`src/rtl/gpio_pkg.sv`:
```
package gpio_pkg;
   localparam int unsigned REG_W = 32;

   localparam logic [7:0] OFF_DRIVE_EN   = 8'h00;
   localparam logic [7:0] OFF_OPEN_DRAIN = 8'h04;
   localparam logic [7:0] OFF_DATA       = 8'h08;
   localparam logic [7:0] OFF_EVENT      = 8'h0C;
   localparam logic [7:0] OFF_MASK       = 8'h10;
   localparam logic [7:0] OFF_SENSE_LO   = 8'h14;
   localparam logic [7:0] OFF_SENSE_HI   = 8'h18;

   typedef enum logic [1:0] {
      SNS_BOTH = 2'd0,
      SNS_RISE = 2'd1,
      SNS_FALL = 2'd2,
      SNS_NONE = 2'd3
   } sense_code_e;
endpackage

```
`src/rtl/gpio_sync.sv`:
```
module gpio_sync #(
   parameter int WIDTH  = 32,
   parameter int STAGES = 2
) (
   input  logic             clk,
   input  logic             rst_n,
   input  logic [WIDTH-1:0] d,
   output logic [WIDTH-1:0] q
);
   logic [STAGES-1:0][WIDTH-1:0] stg_q;

   always_ff @(posedge clk or negedge rst_n) begin
      if (!rst_n) stg_q <= '0;
      else        stg_q <= {stg_q[STAGES-2:0], d};
   end

   assign q = stg_q[STAGES-1];
endmodule

```
`src/rtl/gpio_sense.sv`:
```
module gpio_sense
   import gpio_pkg::*;
#(
   parameter int LINES         = 32,
   parameter bit TWO_BIT_SENSE = 1'b0
) (
   input  logic [REG_W-1:0] sense_lo,
   input  logic [REG_W-1:0] sense_hi,
   output logic [LINES-1:0] rise_en,
   output logic [LINES-1:0] fall_en
);
   for (genvar n = 0; n < LINES; n++) begin : g_line
      if (TWO_BIT_SENSE) begin : g_code
         localparam int SH = (15 - (n % 16)) * 2;
         logic [1:0] code;
         if (n < 16) begin : g_lo
            assign code = sense_lo[SH+1:SH];
         end else begin : g_hi
            assign code = sense_hi[SH+1:SH];
         end
         assign rise_en[n] = (code == SNS_BOTH) || (code == SNS_RISE);
         assign fall_en[n] = (code == SNS_BOTH) || (code == SNS_FALL);
      end else begin : g_flag
         assign fall_en[n] = 1'b1;
         assign rise_en[n] = ~sense_lo[REG_W-1-n];
      end
   end

   if (!TWO_BIT_SENSE) begin : g_unused_hi
      logic unused_hi;
      assign unused_hi = ^sense_hi;
   end
endmodule

```
`src/rtl/gpio_event.sv`:
```
module gpio_event
   import gpio_pkg::*;
#(
   parameter int LINES = 32
) (
   input  logic             clk,
   input  logic             rst_n,
   input  logic [LINES-1:0] sync_in,
   input  logic [LINES-1:0] rise_en,
   input  logic [LINES-1:0] fall_en,
   input  logic [REG_W-1:0] clr_bits,
   output logic [REG_W-1:0] events
);
   logic [LINES-1:0] prev_q;
   logic [REG_W-1:0] set_bits;

   always_ff @(posedge clk or negedge rst_n) begin
      if (!rst_n) prev_q <= '0;
      else        prev_q <= sync_in;
   end

   always_comb begin
      set_bits = '0;
      for (int n = 0; n < LINES; n++) begin
         set_bits[REG_W-1-n] = (rise_en[n] &  sync_in[n] & ~prev_q[n])
                             | (fall_en[n] & ~sync_in[n] &  prev_q[n]);
      end
   end

   // a fresh edge wins over a clear landing in the same cycle
   always_ff @(posedge clk or negedge rst_n) begin
      if (!rst_n) events <= '0;
      else        events <= (events & ~clr_bits) | set_bits;
   end
endmodule

```
`src/rtl/gpio_edge_ctrl.sv`:
```
module gpio_edge_ctrl
   import gpio_pkg::*;
#(
   parameter int             LINES         = 32,
   parameter int             ADDR_W        = 5,
   parameter int             SYNC_STAGES   = 2,
   parameter bit             TWO_BIT_SENSE = 1'b0,
   parameter logic [LINES-1:0] INPUT_ONLY  = '0
) (
   input  logic              clk,
   input  logic              rst_n,
   input  logic [ADDR_W-1:0] bus_addr,
   input  logic              bus_we,
   input  logic [REG_W-1:0]  bus_wdata,
   output logic [REG_W-1:0]  bus_rdata,
   input  logic [LINES-1:0]  pin_in,
   output logic [LINES-1:0]  pad_out,
   output logic [LINES-1:0]  pad_oe,
   output logic              irq
);
   if (LINES < 1 || LINES > 32) begin : g_bad_lines
      $error("gpio_edge_ctrl: LINES must be 1..32");
   end
   if (ADDR_W < 5 || ADDR_W > 8) begin : g_bad_addr
      $error("gpio_edge_ctrl: ADDR_W must be 5..8");
   end
   if (SYNC_STAGES < 2) begin : g_bad_sync
      $error("gpio_edge_ctrl: SYNC_STAGES must be at least 2");
   end

   function automatic logic [REG_W-1:0] line_to_reg(input logic [LINES-1:0] v);
      logic [REG_W-1:0] r;
      r = '0;
      for (int n = 0; n < LINES; n++) r[REG_W-1-n] = v[n];
      return r;
   endfunction

   localparam logic [REG_W-1:0] LIVE_REG  = line_to_reg({LINES{1'b1}});
   localparam logic [REG_W-1:0] IO_REG    = line_to_reg(INPUT_ONLY);
   localparam logic [REG_W-1:0] DIR_WMASK = LIVE_REG & ~IO_REG;

   logic [REG_W-1:0] dir_q, od_q, dout_q, mask_q, sense_lo_q, sense_hi_q;
   logic [REG_W-1:0] events, clr_bits, sync_reg;
   logic [LINES-1:0] sync_line, rise_en, fall_en;

   function automatic logic hit(input logic [7:0] off);
      return bus_we && (bus_addr == off[ADDR_W-1:0]);
   endfunction

   always_ff @(posedge clk or negedge rst_n) begin
      if (!rst_n) begin
         dir_q      <= '0;
         od_q       <= '0;
         dout_q     <= '0;
         mask_q     <= '0;
         sense_lo_q <= '0;
         sense_hi_q <= '0;
      end else begin
         if (hit(OFF_DRIVE_EN))   dir_q      <= bus_wdata & DIR_WMASK;
         if (hit(OFF_OPEN_DRAIN)) od_q       <= bus_wdata;
         if (hit(OFF_DATA))       dout_q     <= bus_wdata;
         if (hit(OFF_MASK))       mask_q     <= bus_wdata;
         if (hit(OFF_SENSE_LO))   sense_lo_q <= bus_wdata;
         if (hit(OFF_SENSE_HI))   sense_hi_q <= bus_wdata;
      end
   end

   assign clr_bits = hit(OFF_EVENT) ? bus_wdata : '0;

   gpio_sync #(.WIDTH(LINES), .STAGES(SYNC_STAGES)) u_sync (
      .clk(clk), .rst_n(rst_n), .d(pin_in), .q(sync_line)
   );

   gpio_sense #(.LINES(LINES), .TWO_BIT_SENSE(TWO_BIT_SENSE)) u_sense (
      .sense_lo(sense_lo_q), .sense_hi(sense_hi_q),
      .rise_en(rise_en), .fall_en(fall_en)
   );

   gpio_event #(.LINES(LINES)) u_event (
      .clk(clk), .rst_n(rst_n), .sync_in(sync_line),
      .rise_en(rise_en), .fall_en(fall_en),
      .clr_bits(clr_bits), .events(events)
   );

   assign sync_reg = line_to_reg(sync_line);

   for (genvar n = 0; n < LINES; n++) begin : g_pad
      localparam int B = REG_W - 1 - n;
      assign pad_out[n] = dout_q[B] & ~od_q[B];
      assign pad_oe[n]  = dir_q[B] & ~(od_q[B] & dout_q[B]);
   end

   always_comb begin
      unique case (bus_addr)
         OFF_DRIVE_EN[ADDR_W-1:0]:   bus_rdata = dir_q;
         OFF_OPEN_DRAIN[ADDR_W-1:0]: bus_rdata = od_q;
         OFF_DATA[ADDR_W-1:0]:       bus_rdata = (dout_q & dir_q) | (sync_reg & ~dir_q);
         OFF_EVENT[ADDR_W-1:0]:      bus_rdata = events;
         OFF_MASK[ADDR_W-1:0]:       bus_rdata = mask_q;
         OFF_SENSE_LO[ADDR_W-1:0]:   bus_rdata = sense_lo_q;
         OFF_SENSE_HI[ADDR_W-1:0]:   bus_rdata = sense_hi_q;
         default:                    bus_rdata = '0;
      endcase
   end

   assign irq = |(events & mask_q);
endmodule

```
`config.mk`:
```
export PLATFORM = sky130hd
export DESIGN_NAME = gpio_edge_ctrl
export DESIGN_NICKNAME = d
export VERILOG_FILES = /design/src/rtl/gpio_pkg.sv /design/src/rtl/gpio_sync.sv /design/src/rtl/gpio_sense.sv /design/src/rtl/gpio_event.sv /design/src/rtl/gpio_edge_ctrl.sv
export SDC_FILE = /design/constraint.sdc
export NUM_CORES = 1
export LEC_CHECK = 0
export ABC_AREA = 1
export BUFFER_PORTS_ARGS = -buffer_cell sky130_fd_sc_hd__buf_2
export CAP_MARGIN = 20
export CORE_ASPECT_RATIO = 1.25
export CORE_MARGIN = 2
export CORE_UTILIZATION = 45
export CTS_CLUSTER_DIAMETER = 100
export DETAILED_ROUTE_END_ITERATION = 8
export PLACE_DENSITY = 0.68
export SLEW_MARGIN = 10
export SYNTH_ARGS = -nofsm -noshare
export SYNTH_HDL_FRONTEND = slang
export SYNTH_SLANG_ARGS = --single-unit
```
`constraint.sdc`:
```
create_clock -name clk -period 0.9 [get_ports clk]
set_input_delay 0 -clock clk [delete_from_list [all_inputs] [get_ports clk]]
set_output_delay 0 -clock clk [all_outputs]
set_load 0.02 [all_outputs]
```
==> results.yml, run 1 <==
setup_path:
  cp-end-kind: "output pin"
  path_class: "flop to output pin"
  start_kind: "flop"
  arrival_ns: 1.70
  path_max_fanout: 2
  r2r_cells: 4
  cp_data_required_time_ns: 0.90
yosys:
  ys_seq_elements: 320
  synthesis.area_um2: 14190
  synth-edff-count: 0
  synth_fp_nets: 1790
  ys.flop_type: "dfrtp_1"
  yosysWarnings: 0
  synth.distinct_cells: 22
  synthArstFlopShare: 1.000
  syn-mean-instance-area_um2: 8.261
  synthCells: 1718
  synth_seq_area_share: 0.5642
global_route:
  gr-usage-met1: 0.3494
  antenna_found_initial: 0
  grt_max_degree: 51
  grt_pass1_vias: 14760
  busiest_layer: "met2"
  met2_usage: 0.5162
  grt_pass1_wl_um: 75820
  grt.total_usage: 0.2910
  met3_usage: 0.04106
  gr-total-overflow: 0
sta:
  whs_ns: -0.05719
  worst_slew_pin_slew_ns: 0.3684
  rsz0062_at_grt: "true"
  slew_violations: 0
  hold_violations: 19
  max_freq_ghz: 0.5867
  setup_viol: 102
  period_needed_ns: 1.705
  fin_skew_ns: 0.01767
  period_share: 1.894
  fin_ws_ns: -0.8046
  relSlewSlack: 0.7544
place:
  dp_cells: 2490
  pre_cts_ws_ns: -0.3930
  port-buffer-count: 168
  dpl.hpwl_um: 29360
  place_area_um2: 17910
  gp_congestion: 0.8479
clocking:
  cts_buffers: 35
  clk_pin_slew_worst_paths_ns: 0.06
  worstSkewPairLatency_ns: 0.53
  cts_tree: "built"
  htreeDepth: 2
  cts_buffer_depth: 3
  cts-root-buf: "clkbuf_16"
  cts_sinks: 320
  hold_buffers: 65
final_layout:
  final_cells: 2657
  area_growth_pct: 54.49
  stdcell_area_um2: 21930
  final_layout_size_suffix_gt1_frac: 0.3728
  final_nets: 2295
routing:
  drt-initial-drc-count: 1177
  wl_um: 50120
  num_vias: 14670
  ant_nets: 0
  dr.pass1.iters: 5
  wl_per_cell_um: 18.86
  viasPerCell: 5.521
  drc: 0
status:
  violations: "negative hold slack, negative setup slack"
  status: "finished, violations left"
floorplan:
  core_area_um2: 30990
  die_h_um: 202.6
  initial_core_util: 0.4580
  num_rows: 72
  ios: 169
  die-width_um: 162.8
  dieArea_um2: 32980
power:
  vdd_drop_max_v: 0.001635
  power_density_nw_per_um2: 2023
  p_leak_nw: 10.69
run:
  maxCapViolCount: 0
worst_hold_path:
  worstHoldPathType: "primary input to asynchronous set/reset pin"
## cells by family after synthesis
logic type | share of synthesized area
and+or+nand+nor | 0.2595
DFF | 0.5642
AOI/OAI and AO/OA | 0.1127
buffers and inverters | 0.06365
## worst max-delay path: stages (launching register included)
cell and delay [ns]:
dfrtp_1 0.39, nand2_1 0.08, nand2_1 0.06, nor2_1 0.16, nand2_1 0.14, nor2_2 0.14, nand2_1 0.08, buf_6 0.14
## worst paths after layout
path	start	slack, ns	to
worst max-delay path	u_event.events[18]	-0.80	irq
worst min-delay path	rst_n	-0.06	u_sync.q[21]
worst max register to register	u_sync.q[16]	-0.09	u_event.events[15]
worst min register to register	u_sync.stg_q[15]	0.35	u_sync.q[15]
max in group asynchronous	rst_n	0.25	od_q[6]
min in group clk	bus_we	0.06	sense_lo_q[20]
## metrics by stage
step                      power, mW  setup TNS (ns)    util  hold slack [ns]
final                         44.35          -47.85  0.7075         -0.05719
after global routing          46.22          -53.33  0.7074         -0.04460
after CTS                     42.85          -48.64  0.6828         -0.06217
after detailed placement      25.92          -78.82  0.5781          -0.1029
after global placement        25.61          -71.84  0.5781          -0.1066
after floorplan               21.26         -0.7749       -          -0.2956
## sequential cells by signal, indices dropped and copies added, names as in the netlist
register        cells
dir_q              32
dout_q             32
mask_q             32
od_q               32
sense_hi_q         32
sense_lo_q         32
u_event.events     32
u_event.prev_q     32
u_sync.q           32
u_sync.stg_q       32
## cell usage in the layout (no fill, tap or decap), types with 14 or more instances in the layout
cell and instances:
a21oi_2 14, a21oi_4 17, buf_12 34, buf_2 69, buf_4 169, buf_6 226, clkbuf_16 35, dfrtp_1 314
dlygate4sd3_1 65, inv_1 68, inv_2 64, nand2_1 444, nand2_2 60, nand3_1 61, nand4_1 128, nor2_1 69
nor2_2 35, nor2_4 40, o21ai_0 186, o21ai_1 62, o21ai_2 38
## synth_stat cells (2+ instances only)
library cell | n | share of area
nand2_1 | 505 | 0.13
dfrtp_1 | 320 | 0.56
o21ai_0 | 275 | 0.097
nor2_1 | 138 | 0.036
inv_1 | 132 | 0.035
nand4_1 | 128 | 0.056
nand3_1 | 65 | 0.023
clkbuf_1 | 53 | 0.014
a21oi_1 | 31 | 0.011
buf_2 | 29 | 0.010
buf_1 | 13 | 0.0034
o21ai_1 | 12 | 0.0042
nor2_4 | 5 | 0.0040
inv_2 | 2 | 0.00053
nand3_2 | 2 | 0.0014
nand4_2 | 2 | 0.0018
## cell type report
class | count | area [um^2]
sequential | 320 | 8015
timing repair buffer | 564 | 5505
fill | 2211 | 9064
multi-input combinational | 1168 | 6254
clock buffer | 54 | 1027
clock inverter | 8 | 105.1
tap | 407 | 509.2
inverter | 134 | 505.5
antenna | 2 | 5.005
## routing by layer
| layer | vias to the layer above | wire [um] |
|---|---|---|
| met5 | - | 0 |
| li1 | 6690 | - |
| met4 | 0 | 2479 |
| met2 | 697 | 25870 |
| met3 | 184 | 3273 |
| met1 | 7099 | 18500 |
## power breakdown
group	switching (mW)	internal [mW]
logic	6.04	6.06
registers	1.55	16.2
clock network	5.99	8.47
total	13.6	30.8
## repair_timing
item | CTS | global route
setup endpoints to repair | 107 | 131
setup buffers | 75 | 61
pin swaps | 133 | 151
endpoints found under the hold margin | 576 | 19
gates resized for setup | 439 | 296
Note: power is estimated with default switching activity, not from simulation.
==> run 2: changes to the inputs <==
Settings changed: GPL_ROUTABILITY_DRIVEN from default to 0, PLACE_DENSITY 0.68 to 0.67, SYNTH_HIERARCHICAL from default to 1.
==> run 2 against run 1 <==
  * The flow finishes with violations (negative setup slack)
  * Wire length shrank 7.1%
  * Combinational power is 9.9% lower
  * Largest cell class unchanged
  * Die area grew 7.7%
  * Via count shrank 0.20%
  * Count of clock-buffer cells in the layout rose by 1
  * Sequential cell count unchanged
  * First-iteration DRC count is 6.1% lower
  * Non-clock buffer count fell by 43
==> results.yml, run 2 <==
status:
  status: "finished, violations left"
  violations: "negative setup slack"
floorplan:
  num_rows: 75
  die-width_um: 169.0
  dieArea_um2: 35520
  core_area_um2: 33500
  ios: 169
  die_h_um: 210.2
  initial_core_util: 0.4570
yosys:
  netlist_top_cells_count: "nand2_1 (504), dfrtp_1 (320), inv_1 (262)"
  synth_top_family_by_area: "simple AND/OR/NAND/NOR gates"
  yosysMostFrequentCell: "nand2_1"
  syn-mean-instance-area_um2: 7.859
  ys_seq_elements: 320
  yosys.area_share.simple: 0.2799
  synthArstFlopShare: 1.000
  synthAdderAreaFrac: 0
  synth_mux_area_frac: 0
  synth.distinct_cells: 18
  netlist_top_cells_area: "dfrtp_1 (52%), nand2_1 (12%), nand4_1 (6.5%)"
  synthXorXnorAreaFrac: 0
  yosysWarnings: 6
  ys.flop_type: "dfrtp_1"
  synth-compound-area-share: 0.07323
  synthesis.area_um2: 15310
  synthCells: 1948
  yosys.area.top_type_share: 0.5230
  yosys.area.top_type: "dfrtp_1"
  synth_seq_area_share: 0.5230
  synth-edff-count: 0
setup_path:
  rrSetupSlack_ns: -0.06
  slowest_delay_ns: 0.39
  cp_data_required_time_ns: 0.90
  path_class: "flop to output pin"
  cp-end-kind: "output pin"
  critPathMostFrequentCell: "nand2_2"
  start_kind: "flop"
  critPathBufInv: 1
  critical-path-top-delay-family: "simple AND/OR/NAND/NOR gates"
  arrival_ns: 1.66
  path_max_fanout: 2
  slowest_stage: "dfrtp_1"
  critical_path.cell_chain: "nand2_1 > nand2_2 > nor2_1 > nand2_2 > nor2_2 > nand2_2 > buf_6"
place:
  pre_cts_ws_ns: -0.3582
  port-buffer-count: 168
  dp_cells: 2677
  dpl.hpwl_um: 28790
  place_area_um2: 18600
sta:
  slew_violations: 0
  period_needed_ns: 1.660
  fin_skew_ns: 0.02524
  whs_ns: 0.02928
  fin_ws_ns: -0.7604
  rsz0062_at_grt: "true"
  hold_violations: 0
  fin_tns_setup_ns: -46.80
  setup_viol: 99
  period_share: 1.845
  max_freq_ghz: 0.6023
routing:
  num_vias: 14640
  viasPerCell: 5.194
  dr.pass1.iters: 5
  wl_per_cell_um: 16.51
  drt-initial-drc-count: 1105
  wl_um: 46550
  ant_nets: 0
  drc: 0
final_layout:
  area_growth_pct: 42.96
  layout_common_cells: "nand2_1 (477), dfrtp_1 (318), inv_1 (196)"
  final_util: 0.6533
  final_cells: 2819
  stdcell_area_um2: 21890
  final_layout_size_suffix_gt1_frac: 0.2888
  final_nets: 2443
  num_antenna_cells: 0
  final_common_cell: "nand2_1"
  fill_cells: 2690
global_route:
  grt_max_degree: 72
  grt.total_usage: 0.2604
  grt_pass1_wl_um: 73970
  grt_pass1_vias: 14540
  antenna_found_initial: 0
  gr-total-overflow: 0
clocking:
  clk_pin_slew_worst_paths_ns: 0.06
  cts_tree: "built"
  cts_buffers: 35
  htreeDepth: 2
  cts_sinks: 320
  cts_buffer_depth: 3
  worstSkewPairLatency_ns: 0.54
  cts-root-buf: "clkbuf_16"
power:
  total_power_mw: 42.94
  p_leak_nw: 11.11
  power_density_nw_per_um2: 1962
  vdd_drop_max_v: 0.001713
run:
  maxCapViolCount: 0
worst_hold_path:
  worstHoldPathType: "primary input to asynchronous set/reset pin"
==> run 2: tightest hold or removal path, cell delays in order <==
cell	delay [ns]
dlygate4sd3_1	0.56
buf_8	0.16
buf_4	0.18
==> run 2: kinds of logic (layout without fill, tap and decap cells) <==
logic type / after synthesis / count (layout)
AOI/OAI and AO/OA: 224 / 224
buffers and inverters: 428 / 845
DFF: 320 / 320
other: 1 / 32
and+or+nand+nor: 975 / 975
==> run 2: report_power, final <==
group          internal (mW)  switching (mW)
registers               16.2            1.54
logic                   5.37            5.53
clock network           8.35            5.91
==> run 2: routing by layer <==
metal / vias up / global-route usage / wire length, um
li1: 7020 / - / -
met1: 7080 / 0.3426 / 19610
met2: 448 / 0.4480 / 23200
met3: 93 / 0.03361 / 2511
met4: 0 / 0.08488 / 1225
met5: - / 0 / 0
==> run 2: path summary, 6_finish.rpt <==
kind | start | to | cells past startpoint
setup / recovery | u_event/events[0] | irq | 7
hold / removal | rst_n | u_event/prev_q[31] | 3
setup reg to reg | dout_q[1] | dout_q[1] | 5
hold reg to reg | u_sync/stg_q[20] | u_sync/q[20] | 0
max in group asynchronous | rst_n | dout_q[2] | 3
min in group clk | pin_in[15] | u_sync/stg_q[15] | 2
==> run 2: what timing repair did <==
item	4_1_cts	5_1_grt
buffers inserted	32	35
pin swaps	43	61
endpoints found under the hold margin	571	0
hold buffers	66	0
endpoints found under the setup margin	97	102
gates resized for setup	313	180
==> run 2: cell type report <==
cell class | instances | area, um^2 | area share
Sequential cell | 320 | 8010 | 0.3660
Clock inverter | 7 | 81.33 | 0.003716
Multi-Input combinational cell | 1231 | 6112 | 0.2793
Timing Repair Buffer | 521 | 5072 | 0.2318
Tap cell | 423 | 529.3 | 0.02418
Inverter | 262 | 1028 | 0.04699
Clock buffer | 55 | 1052 | 0.04808
==> run 3: changes to the inputs <==
Settings changed: REMOVE_ABC_BUFFERS from default to 1.
==> run 3 against run 2 <==
  * The run ends with negative hold slack, negative setup slack left
  * Register-to-register slack barely moved
  * Via count shrank 0.38%
  * Combinational power is essentially flat
  * Critical path depth is the same
  * Worst setup slack better by 0.0078 ns
  * Hold slack got worse by 0.065 ns
  * Cell area shrank 0.37%
  * Sequential cell count is the same
  * Sequential power barely moved
  * Clock power barely moved
  * Total power shrank 0.40%
  * Die area did not move
  * Critical endpoint unchanged
  * Highest routed layer unchanged
==> results.yml, run 3 (synthesis gave the netlist of run 2 again) <==
status:
  status: "finished, violations left"
  violations: "negative hold slack, negative setup slack"
clocking:
  hold_buffers: 65
  cts_sinks: 320
  clk_pin_slew_worst_paths_ns: 0.07
  cts-root-buf: "clkbuf_16"
  worstSkewPairLatency_ns: 0.52
  cts_tree: "built"
  cts_buffer_depth: 3
  cts_buffers: 35
  htreeDepth: 2
setup_path:
  path_max_fanout: 2
  cp_data_required_time_ns: 0.90
  slowest_stage: "dfrtp_1"
  critical_path.cell_chain: "nand2_1 > nand2_2 > nor2_2 > nand2_1 > nor2_2 > nand2_2 > buf_6"
  arrival_ns: 1.65
  critPathBufInv: 1
  r2r_start: "u_sync/q[1]"
  start_kind: "flop"
  slowest_delay_ns: 0.40
  critical-path-top-delay-family: "simple AND/OR/NAND/NOR gates"
  cp-end-kind: "output pin"
  crit_start: "mask_q[26]"
  path_class: "flop to output pin"
floorplan:
  initial_core_util: 0.4570
  num_rows: 75
  die-width_um: 169.0
  die_h_um: 210.2
  dieArea_um2: 35520
  core_area_um2: 33500
  ios: 169
routing:
  drt-initial-drc-count: 1021
  drc: 0
  wl_um: 46270
  num_vias: 14590
  wl_per_cell_um: 16.45
  dr.pass1.iters: 6
  ant_nets: 0
  viasPerCell: 5.185
place:
  place_area_um2: 18470
  dp_cells: 2663
  dpl.hpwl_um: 28520
  port-buffer-count: 168
power:
  clockPowerShare: 0.333
  p_sw_mw: 12.78
  p_int_mw: 29.99
  seq_power_share: 0.416
  total_power_mw: 42.77
  netSwitchingFraction: 0.2989
  combPwrFrac: 0.251
  power_density_nw_per_um2: 1962
  p_leak_nw: 11.09
  vdd_drop_max_v: 0.001786
global_route:
  antenna_found_initial: 0
  grt_pass1_vias: 14430
  grt_pass1_wl_um: 72400
  gr-total-overflow: 0
  grt.total_usage: 0.2542
  grt_max_degree: 60
final_layout:
  num_antenna_cells: 0
  layout_common_cells: "nand2_1 (477), dfrtp_1 (319), inv_1 (194)"
  final_common_cell: "nand2_1"
  area_growth_pct: 42.43
  final_layout_size_suffix_gt1_frac: 0.2937
  final_nets: 2440
  stdcell_area_um2: 21810
  final_cells: 2813
  final_util: 0.6509
worst_hold_path:
  worstHoldPathType: "primary input to asynchronous set/reset pin"
sta:
  max_freq_ghz: 0.6051
  rsz0062_at_grt: "true"
  period_needed_ns: 1.653
  fin_skew_ns: 0.01775
  whs_ns: -0.03583
  period_share: 1.836
  hold_violations: 14
  slew_violations: 0
  fin_ws_ns: -0.7526
  setup_viol: 99
run:
  maxCapViolCount: 0
## run 3: power by group through the flow
stage / clock network (mW) / registers (mW) / logic [mW]
CTS: 14.5 / 17.6 / 9.70
global placement: 0 / 17.6 / 7.98
detailed placement: 0 / 17.7 / 8.13
floorplan: 0 / 17.6 / 3.76
global route: 15.1 / 18.0 / 11.7
finish: 14.3 / 17.8 / 10.7
## run 3: metrics by stage
| step | TNS [ns] | setup WS [ns] |
|---|---|---|
| 5_1_grt | -51.57 | -0.8372 |
| 6_report | -45.52 | -0.7526 |
| 2_1_floorplan | -1057.64 | -7.463 |
| 3_3_place_gp | -90.64 | -0.4683 |
| 3_5_place_dp | -94.71 | -0.4957 |
| 4_1_cts | -46.59 | -0.7739 |
## run 3: routing by layer
metal / track usage / vias to the layer above / wire length [um]
met3: 0.04318 / 90 / 2531
met4: 0.09696 / 0 / 1560
met5: 0 / - / 0
met2: 0.4463 / 451 / 23670
li1: - / 6991 / -
met1: 0.3139 / 7053 / 18510
## run 3: cell type report
cell class,count,area [um^2]
fill,2620,11700
sequential,320,8009
multi-input combinational,1231,6111
timing repair buffer,518,5014
inverter,262,1021
clock buffer,47,980.9
tap,423,529.3
clock inverter,12,141.4
## run 3: path summary, 6_finish.rpt
check	endpoint	slack, ns	cells after the start
min in group clk	u_sync/stg_q[17]	0.12	2
setup reg to reg	u_event/events[30]	-0.05	4
hold reg to reg	u_sync/q[19]	0.35	0
max in group asynchronous	dout_q[8]	0.27	3
hold / removal	od_q[25]	-0.04	2
setup / recovery	irq	-0.75	7
## run 3: repair_timing
item / 4_1_cts / 5_1_grt
hold endpoints to repair: 569 / 8
pin swaps: 42 / 70
buffers inserted: 40 / 41
setup endpoints to repair: 97 / 112
gates resized for setup: 285 / 208
cloned: 0 / 1
## run 3: worst register-to-register path, cell delays in order (launching register included)
cell and delay, ns:
dfrtp_1 0.40, buf_4 0.14, buf_4 0.13, nand3_1 0.08
nand3_1 0.08
